<file path="src/rtl/dbc_pkg.sv">
package dbc_pkg;

  typedef enum logic [1:0] {
    ACT_HOLD    = 2'd0,
    ACT_RESTART = 2'd1,
    ACT_COUNT   = 2'd2,
    ACT_FLIP    = 2'd3
  } pin_act_e;

  // true when one more tick brings the run to (or past) the limit
  function automatic logic run_done(input logic [15:0] run, input logic [15:0] lim);
    return (run + 16'd1) >= lim;
  endfunction

endpackage

</file>
<file path="src/rtl/dbc_sync.sv">
module dbc_sync #(
  parameter int NPINS  = 8,
  parameter int STAGES = 2
) (
  input  logic             clk,
  input  logic [NPINS-1:0] d,
  output logic [NPINS-1:0] q
);
  logic [NPINS-1:0] st [STAGES];

  generate
    for (genvar s = 0; s < STAGES; s++) begin : g_stage
      if (s == 0) begin : g_first
        always_ff @(posedge clk) st[s] <= d;
      end else begin : g_next
        always_ff @(posedge clk) st[s] <= st[s-1];
      end
    end
  endgenerate

  assign q = st[STAGES-1];
endmodule

</file>
<file path="src/rtl/dbc_cfg.sv">
module dbc_cfg #(
  parameter int NPINS = 8,
  parameter int CNT_W = 8
) (
  input  logic               clk,
  input  logic               rst,
  input  logic               wr_cnt,
  input  logic               wr_ena,
  input  logic [2*NPINS-1:0] wr_data,
  output logic [NPINS-1:0]   en_o,
  output logic [CNT_W-1:0]   lim_o
);
  function automatic logic [NPINS-1:0] apply_mask(input logic [NPINS-1:0] cur,
                                                  input logic [2*NPINS-1:0] w);
    logic [NPINS-1:0] m;
    m = w[2*NPINS-1:NPINS];
    return (cur & ~m) | (w[NPINS-1:0] & m);
  endfunction

  always_ff @(posedge clk) begin
    if (rst) begin
      en_o  <= '0;
      lim_o <= '0;
    end else begin
      if (wr_ena) en_o  <= apply_mask(en_o, wr_data);
      if (wr_cnt) lim_o <= wr_data[CNT_W-1:0];
    end
  end
endmodule

</file>
<file path="src/rtl/dbc_pin.sv">
module dbc_pin
  import dbc_pkg::*;
#(
  parameter int CNT_W = 8
) (
  input  logic             clk,
  input  logic             rst,
  input  logic             tick,
  input  logic             en,
  input  logic [CNT_W-1:0] lim,
  input  logic             din,
  output logic             dout,
  output logic             flip_o
);
  logic             q;
  logic [CNT_W-1:0] run_q;
  pin_act_e         act;

  always_comb begin
    if (din == q)              act = ACT_RESTART;
    else if (!en)              act = ACT_FLIP;
    else if (lim == '0)        act = ACT_FLIP;
    else if (!tick)            act = ACT_HOLD;
    else if (run_done(16'(run_q), 16'(lim))) act = ACT_FLIP;
    else                       act = ACT_COUNT;
  end

  always_ff @(posedge clk) begin
    if (rst) begin
      q     <= din;
      run_q <= '0;
    end else begin
      case (act)
        ACT_RESTART: run_q <= '0;
        ACT_COUNT:   run_q <= run_q + 1'b1;
        ACT_FLIP: begin
          q     <= din;
          run_q <= '0;
        end
        default: ;
      endcase
    end
  end

  assign dout   = q;
  assign flip_o = (act == ACT_FLIP);
endmodule

</file>
<file path="src/rtl/dbc_port.sv">
module dbc_port #(
  parameter int NPINS       = 8,
  parameter int CNT_W       = 8,
  parameter int SYNC_STAGES = 2
) (
  input  logic                 clk,
  input  logic                 rst,
  input  logic                 tick_ms,
  input  logic [NPINS-1:0]     pins_raw,
  input  logic                 wr_cnt,
  input  logic                 wr_ena,
  input  logic [2*NPINS-1:0]   wr_data,
  output logic [NPINS-1:0]     pins_out
);
  logic [NPINS-1:0] sync_v;
  logic [NPINS-1:0] en_q;
  logic [CNT_W-1:0] lim_q;
  logic [NPINS-1:0] flip_v;

  dbc_sync #(.NPINS(NPINS), .STAGES(SYNC_STAGES)) u_sync (
    .clk (clk),
    .d   (pins_raw),
    .q   (sync_v)
  );

  dbc_cfg #(.NPINS(NPINS), .CNT_W(CNT_W)) u_cfg (
    .clk     (clk),
    .rst     (rst),
    .wr_cnt  (wr_cnt),
    .wr_ena  (wr_ena),
    .wr_data (wr_data),
    .en_o    (en_q),
    .lim_o   (lim_q)
  );

  generate
    for (genvar i = 0; i < NPINS; i++) begin : g_pin
      dbc_pin #(.CNT_W(CNT_W)) u_pin (
        .clk    (clk),
        .rst    (rst),
        .tick   (tick_ms),
        .en     (en_q[i]),
        .lim    (lim_q),
        .din    (sync_v[i]),
        .dout   (pins_out[i]),
        .flip_o (flip_v[i])
      );
    end
  endgenerate
endmodule

</file>
<file path="config.mk">
export PLATFORM = sky130hd
export DESIGN_NAME = dbc_port
export DESIGN_NICKNAME = d
export VERILOG_FILES = /design/src/rtl/dbc_pkg.sv /design/src/rtl/dbc_sync.sv /design/src/rtl/dbc_cfg.sv /design/src/rtl/dbc_pin.sv /design/src/rtl/dbc_port.sv
export SDC_FILE = /design/constraint.sdc
export NUM_CORES = 1
export LEC_CHECK = 0
export BUFFER_PORTS_ARGS = -buffer_cell sky130_fd_sc_hd__buf_2
export CAP_MARGIN = 0
export CORE_MARGIN = 2
export CORE_UTILIZATION = 60
export DETAILED_ROUTE_END_ITERATION = 16
export PLACE_DENSITY = 0.78
export SYNTH_ARGS = -nofsm -noshare
export SYNTH_HDL_FRONTEND = slang
export SYNTH_HIERARCHICAL = 1
export SYNTH_SLANG_ARGS = --single-unit
</file>
<file path="constraint.sdc">
create_clock -name clk -period 5.1 [get_ports clk]
set_input_delay 0.765 -clock clk [delete_from_list [all_inputs] [get_ports clk]]
set_output_delay 0.765 -clock clk [all_outputs]
set_load 0.02 [all_outputs]
</file>
==> impl_metrics.json, run 1 <==
{
  "ir_worst_vdd_mv": 0.330,
  "relSlewSlack_pct": 38.0,
  "fin_ws_ps": 2400,
  "required_ps": 5220,
  "die_h_um": 112,
  "htreeDepth": 3,
  "syn_to_final_growth_pct": 8.10,
  "leakagePower_nw": 3.00,
  "drc": 0,
  "ys_ff_latch": 104,
  "grt_pass1_wl_mm": 25.8,
  "clockBufferDepth": 2,
  "place_area_um2": 7320,
  "die_w_um": 112,
  "power_switching_mw": 0.472,
  "powerDensity_nw_per_um2": 243,
  "async_flop_share_pct": 0,
  "maxCapViolCount": 0,
  "worst-r2r-setup-slack_ps": 2400,
  "synth_warnings": 6,
  "finClkSkew_ps": 8.98,
  "endpoint": "g_pin[6].u_pin/dout",
  "startpoint_type": "flip-flop",
  "drt-total-wl_mm": 15.1,
  "diodes": 0,
  "status": "finished, final reports clean",
  "cts_setup_buffers": 0,
  "final_cell_mix": "nor2_1, dfxtp_1, ha_1",
  "ant_nets": 0,
  "final_cell_area_um2": 7630,
  "power_mw": 1.86,
  "fin_util_pct": 66.6,
  "drt_iter0_drc": 394,
  "nNetsFinal": 908,
  "r2r-end": "g_pin[6].u_pin/dout",
  "worstSetupStartpoint": "u_cfg/lim_o[0]",
  "antenna_found_initial": 0,
  "first_global_vias": 5591,
  "synth_area_um2": 7060,
  "routed_via_density": 5.78,
  "fmax_mhz": 370,
  "initial_core_util_pct": 61.6,
  "cts_root_buffer": "clkbuf_16",
  "timing.final.crit_share_pct": 53.0,
  "hold_class": "reg2reg",
  "wire_per_inst_um": 15.8,
  "synth-main-ff-cell": "dfxtp_1",
  "reg2reg_from": "u_cfg/lim_o[0]",
  "critPathCaptureType": "flip-flop",
  "fin_hold_ws_ps": 327,
  "clk_pin_slew_worst_paths_ps": 70,
  "io_pins": 37,
  "rows": 39,
  "die_area_um2": 12700,
  "netlist_instances": 773,
  "synth_cell_type_count": 37,
  "timing.setup.tns_ps": 0,
  "rsz0062_at_grt": "no",
  "hold_violations": 0,
  "syn-num-nets": 874,
  "coreArea_um2": 11500,
  "p_int_mw": 1.39,
  "vias": 5512,
  "hpwl_mm": 10.6,
  "cts_resized": 0,
  "timing.final.crit_period_ps": 2700,
  "port_buffers": 36,
  "gp_congestion": 0.898,
  "avgSynthCellArea_um2": 9.14,
  "p_seq_share_pct": 47.2,
  "postCtsHoldBufs": 0,
  "numClockSinks": 104,
  "grt_usage_pct": 24.9,
  "numCtsBuffers": 9,
  "grt_start_max_net_pins": 33,
  "reg2regPathDepth": 6,
  "finalSetupViolCount": 0,
  "dr.pass1.iters": 5,
  "critical_path_peak_fanout": 17,
  "final_common_cell": "nor2_1",
  "clock_power_share_pct": 39.4,
  "critPathArrivalTime_ps": 2820,
  "fin_cells": 954,
  "synth_edf_count": 8,
  "slew_viol_final": 0,
  "fillers": 879,
  "tritoncts": "yes",
  "dp_slack_ps": 2440,
  "critPathKind": "reg2reg",
  "switching_share_pct": 25.4,
  "dpl.cell_count": 939,
  "worstMarginPinSlew_ps": 923,
  "clock_latency_ps": 360,
  "combPwrFrac_pct": 13.4,
  "yosysSeqAreaShare_pct": 30.6,
  "overflow": 0,
  "drive_gt1_share_pct": 16.0
}
flip-flops by register name (all words and copies together), names as in the netlist, named ones only:
signal             count
u_sync/st             16
g_pin.u_pin/run_q     64
g_pin.u_pin/dout       8
u_cfg/lim_o            8
layer usage:
| layer | global-route usage (%) | routed length [µm] | vias up |
|---|---|---|---|
| met5 | 0 | 0 | - |
| met4 | 8.29 | 238 | 0 |
| met3 | 4.97 | 774 | 24 |
| met2 | 43.1 | 7230 | 140 |
| met1 | 31.2 | 6820 | 2612 |
| li1 | - | - | 2736 |
cell type report:
class | instances | area [µm²] | area share, %
Clock inverter | 5 | 82.6 | 1.08
Clock buffer | 10 | 229 | 3.00
Multi-Input combinational cell | 600 | 4590 | 60.1
Timing Repair Buffer | 36 | 180 | 2.36
Sequential cell | 104 | 2160 | 28.3
Tap cell | 143 | 179 | 2.34
Inverter | 56 | 210 | 2.75
kinds of logic after synthesis:
logic type,Yosys count,synth area share (%)
simple gates,320,26.6
xor+xnor,112,13.9
flops,104,30.6
compound gates,80,9.46
fa+ha+maj,72,12.8
buf+inv,69,4.38
mux,16,2.27
critical path, cell delays in order, from the launching register on:
cell and delay, ps:
dfxtp_1 780, ha_1 340, nand2b_1 150, a2111oi_0 480
o221a_2 320, a21oi_1 70, or2_2 310
worst min path at each step:
| stage | cells past startpoint | slack (ps) | startpoint | end |
|---|---|---|---|---|
| 3_5_place_dp | 0 | 310 | u_sync/st[0][2] | u_sync/st[0][10] |
| 3_3_place_gp | 0 | 310 | u_sync/st[0][4] | u_sync/st[0][12] |
| 5_1_grt | 0 | 330 | u_sync/st[0][7] | u_sync/st[0][15] |
| 2_1_floorplan | 0 | 310 | u_sync/st[0][2] | u_sync/st[0][10] |
| 4_1_cts | 0 | 330 | u_sync/st[0][2] | u_sync/st[0][10] |
| 6_report | 0 | 330 | u_sync/st[0][2] | u_sync/st[0][10] |
cell usage after synthesis, drive strengths merged (12+ instances only):
cell | count | area share [%]
nor2 | 112 | 6.2
dfxtp | 96 | 27
ha | 72 | 13
inv | 56 | 3.0
xnor2 | 56 | 6.9
xor2 | 56 | 6.9
nand2 | 48 | 2.6
nand3 | 48 | 3.4
a21oi | 24 | 1.8
mux2i | 16 | 2.3
nand3b | 16 | 1.7
o21ai | 16 | 2.4
or4 | 16 | 2.6
buf | 12 | 1.3
power by group through the flow:
stage	clock network [mW]	registers, mW	logic [mW]
final	0.733	0.877	0.248
after global routing	0.783	0.880	0.271
after CTS	0.752	0.876	0.247
after detailed placement	0	0.895	0.245
after global placement	0	0.894	0.235
after floorplan	0	0.888	0.188
(Power assumes the default switching activity.)
==> run 2, diff against run 1 <==
--- a/config.mk
+++ b/config.mk
@@ -5,6 +5,7 @@
 export SDC_FILE = /design/constraint.sdc
 export NUM_CORES = 1
 export LEC_CHECK = 0
+export ABC_AREA = 1
 export BUFFER_PORTS_ARGS = -buffer_cell sky130_fd_sc_hd__buf_2
 export CAP_MARGIN = 0
 export CORE_MARGIN = 2
==> constraint.sdc (replaced) <==
create_clock -name clk -period 2.8 [get_ports clk]
set_input_delay 0.42 -clock clk [delete_from_list [all_inputs] [get_ports clk]]
set_output_delay 0.42 -clock clk [all_outputs]
set_load 0.02 [all_outputs]
==> impl_metrics.json, run 2 <==
{
  "cts_setup_buffers": 0,
  "synth_area_um2": 7790,
  "reg2reg_from": "g_pin[0].u_pin/run_q[0]",
  "cts_root_buffer": "clkbuf_16",
  "timing.final.crit_share_pct": 82.7,
  "relSlewSlack_pct": 41.3,
  "numCtsBuffers": 9,
  "htreeDepth": 3,
  "place_area_um2": 8070,
  "cts_resized": 0,
  "die_w_um": 118,
  "min_from": "pins_raw[2]",
  "timing.final.crit_period_ps": 2310,
  "combPwrFrac_pct": 16.7,
  "largest_reg_flops": 64,
  "cp_slowest_stage_delay_ps": 440,
  "switching_share_pct": 28.9,
  "rows": 41,
  "ant_nets": 0,
  "fmax_mhz": 432,
  "final_cell_mix": "nand2_1, inv_1, nor2_1, dfxtp_1, nand3_1",
  "syn-num-nets": 1329,
  "grt_start_max_net_pins": 18,
  "dr.pass1.iters": 5,
  "die_area_um2": 13900,
  "tritoncts": "yes",
  "initial_core_util_pct": 61.5,
  "ir_worst_vdd_mv": 0.470,
  "antenna_found_initial": 1,
  "rsz0062_at_grt": "no",
  "clock_power_share_pct": 37.9,
  "overflow": 0,
  "hpwl_mm": 12.4,
  "top_regs": "g_pin.u_pin/run_q: 64 flops, u_sync/st: 16 flops",
  "slew_viol_final": 0,
  "power_switching_mw": 1.02,
  "drc": 0,
  "clock_latency_ps": 350,
  "finalSetupViolCount": 0,
  "vias": 7050,
  "hold_violations": 0,
  "cp.depth": 15,
  "gp_congestion": 0.893,
  "p_int_mw": 2.51,
  "path_cells": "ha_1 -> nand3_1 -> inv_1 -> nand4_1 -> nand2_1 -> inv_1 -> ha_1 -> nand2_1 -> a21oi_1 -> nor2_1 -> nand3_1 -> nand2_1 -> nand2_1 -> nand2_1 -> nand2_1",
  "drive_gt1_share_pct": 8.00,
  "finClkSkew_ps": 6.04,
  "nNetsFinal": 1359,
  "diodes": 0,
  "crit_slowest_cell": "dfxtp_1",
  "numClockSinks": 104,
  "wire_per_inst_um": 11.6,
  "io_pins": 37,
  "fin_hold_ws_ps": 162,
  "synth_warnings": 6,
  "p_seq_share_pct": 45.4,
  "critPathCaptureType": "flip-flop",
  "hold_path_end": "u_sync/st[0][2]",
  "worstMarginPinSlew_ps": 879,
  "grt_pass1_wl_mm": 28.8,
  "coreArea_um2": 12700,
  "die_h_um": 118,
  "critPathBufInv": 2,
  "maxCapViolCount": 0,
  "port_buffers": 36,
  "critPathArrivalTime_ps": 2390,
  "routed_via_density": 4.91,
  "dp_slack_ps": 536,
  "crit_top_cell": "nand2_1",
  "reg2regPathDepth": 15,
  "startpoint_type": "flip-flop",
  "first_global_vias": 6366,
  "critical_path_peak_fanout": 4,
  "hold_class": "in2reg",
  "r2r-end": "g_pin[0].u_pin/dout",
  "drt-total-wl_mm": 16.7,
  "clk_pin_slew_worst_paths_ps": 70,
  "clockBufferDepth": 2,
  "avgSynthCellArea_um2": 6.34,
  "fin_ws_ps": 485,
  "final_common_cell": "nand2_1",
  "critPathKind": "reg2reg",
  "worst-r2r-setup-slack_ps": 490,
  "drt_iter0_drc": 543,
  "hold_depth": 1,
  "netlist_instances": 1228,
  "top_register": "g_pin.u_pin/run_q",
  "status": "finished, final reports clean",
  "postCtsHoldBufs": 0,
  "syn_to_final_growth_pct": 7.74,
  "grt_usage_pct": 25.0,
  "required_ps": 2870,
  "fillers": 1169,
  "cpLargestDelayFamily": "simple AND/OR/NAND/NOR gates",
  "timing.setup.tns_ps": 0,
  "final_cell_area_um2": 8390,
  "leakagePower_nw": 4.58,
  "powerDensity_nw_per_um2": 420,
  "fin_util_pct": 66.2
}
-- run 2: worst max-delay path by stage --
stage	slack, ps	to	startpoint
finish	490	g_pin[0].u_pin/dout	g_pin[0].u_pin/run_q[0]
global route	240	g_pin[7].u_pin/dout	g_pin[7].u_pin/run_q[0]
CTS	510	g_pin[0].u_pin/dout	g_pin[0].u_pin/run_q[0]
detailed placement	540	g_pin[0].u_pin/dout	g_pin[0].u_pin/run_q[0]
global placement	590	g_pin[7].u_pin/dout	g_pin[7].u_pin/run_q[0]
floorplan	810	g_pin[0].u_pin/dout	g_pin[0].u_pin/run_q[0]
-- run 2: worst register-to-register path, delay by kind of cell, from the launching register on --
family	cells	cell delay [ps]
AO/OA/AOI/OAI	1	110
adder cells (fa/ha/maj)	2	490
buffers and inverters	2	170
flip-flops	1	440
AND/OR/NAND/NOR	10	820
-- run 2: cell type report --
cell class | count | area [µm²] | share of cell area (%)
flip-flops and latches | 104 | 2160 | 25.8
clock inverters | 3 | 47.5 | 0.567
well taps | 172 | 215 | 2.56
multi-input cells | 848 | 4540 | 54.1
clock buffers | 13 | 272 | 3.24
repair buffers | 37 | 188 | 2.24
inverters | 258 | 968 | 11.5
-- run 2: routing by layer --
layer  routed length, µm  track usage, %  up-vias
met4                 320            7.38        2
met1                8030            32.8     3103
li1                    -               -     3789
met2                7660            41.4      131
met5                   7               0        -
met3                 668            5.18       25
-- run 2: through the flow --
stage,total power [mW],std cells
after floorplan,2.06,1228
after global placement,2.21,1419
after detailed placement,2.22,1419
after CTS,3.56,1435
after global routing,3.70,1435
final,3.52,1435
-- run 2: power groups by stage --
stage / logic (mW) / registers, mW / clock network, mW
3_3_place_gp: 0.573 / 1.63 / 0
6_report: 0.589 / 1.60 / 1.34
4_1_cts: 0.587 / 1.60 / 1.38
2_1_floorplan: 0.435 / 1.63 / 0
3_5_place_dp: 0.583 / 1.63 / 0
5_1_grt: 0.670 / 1.61 / 1.43
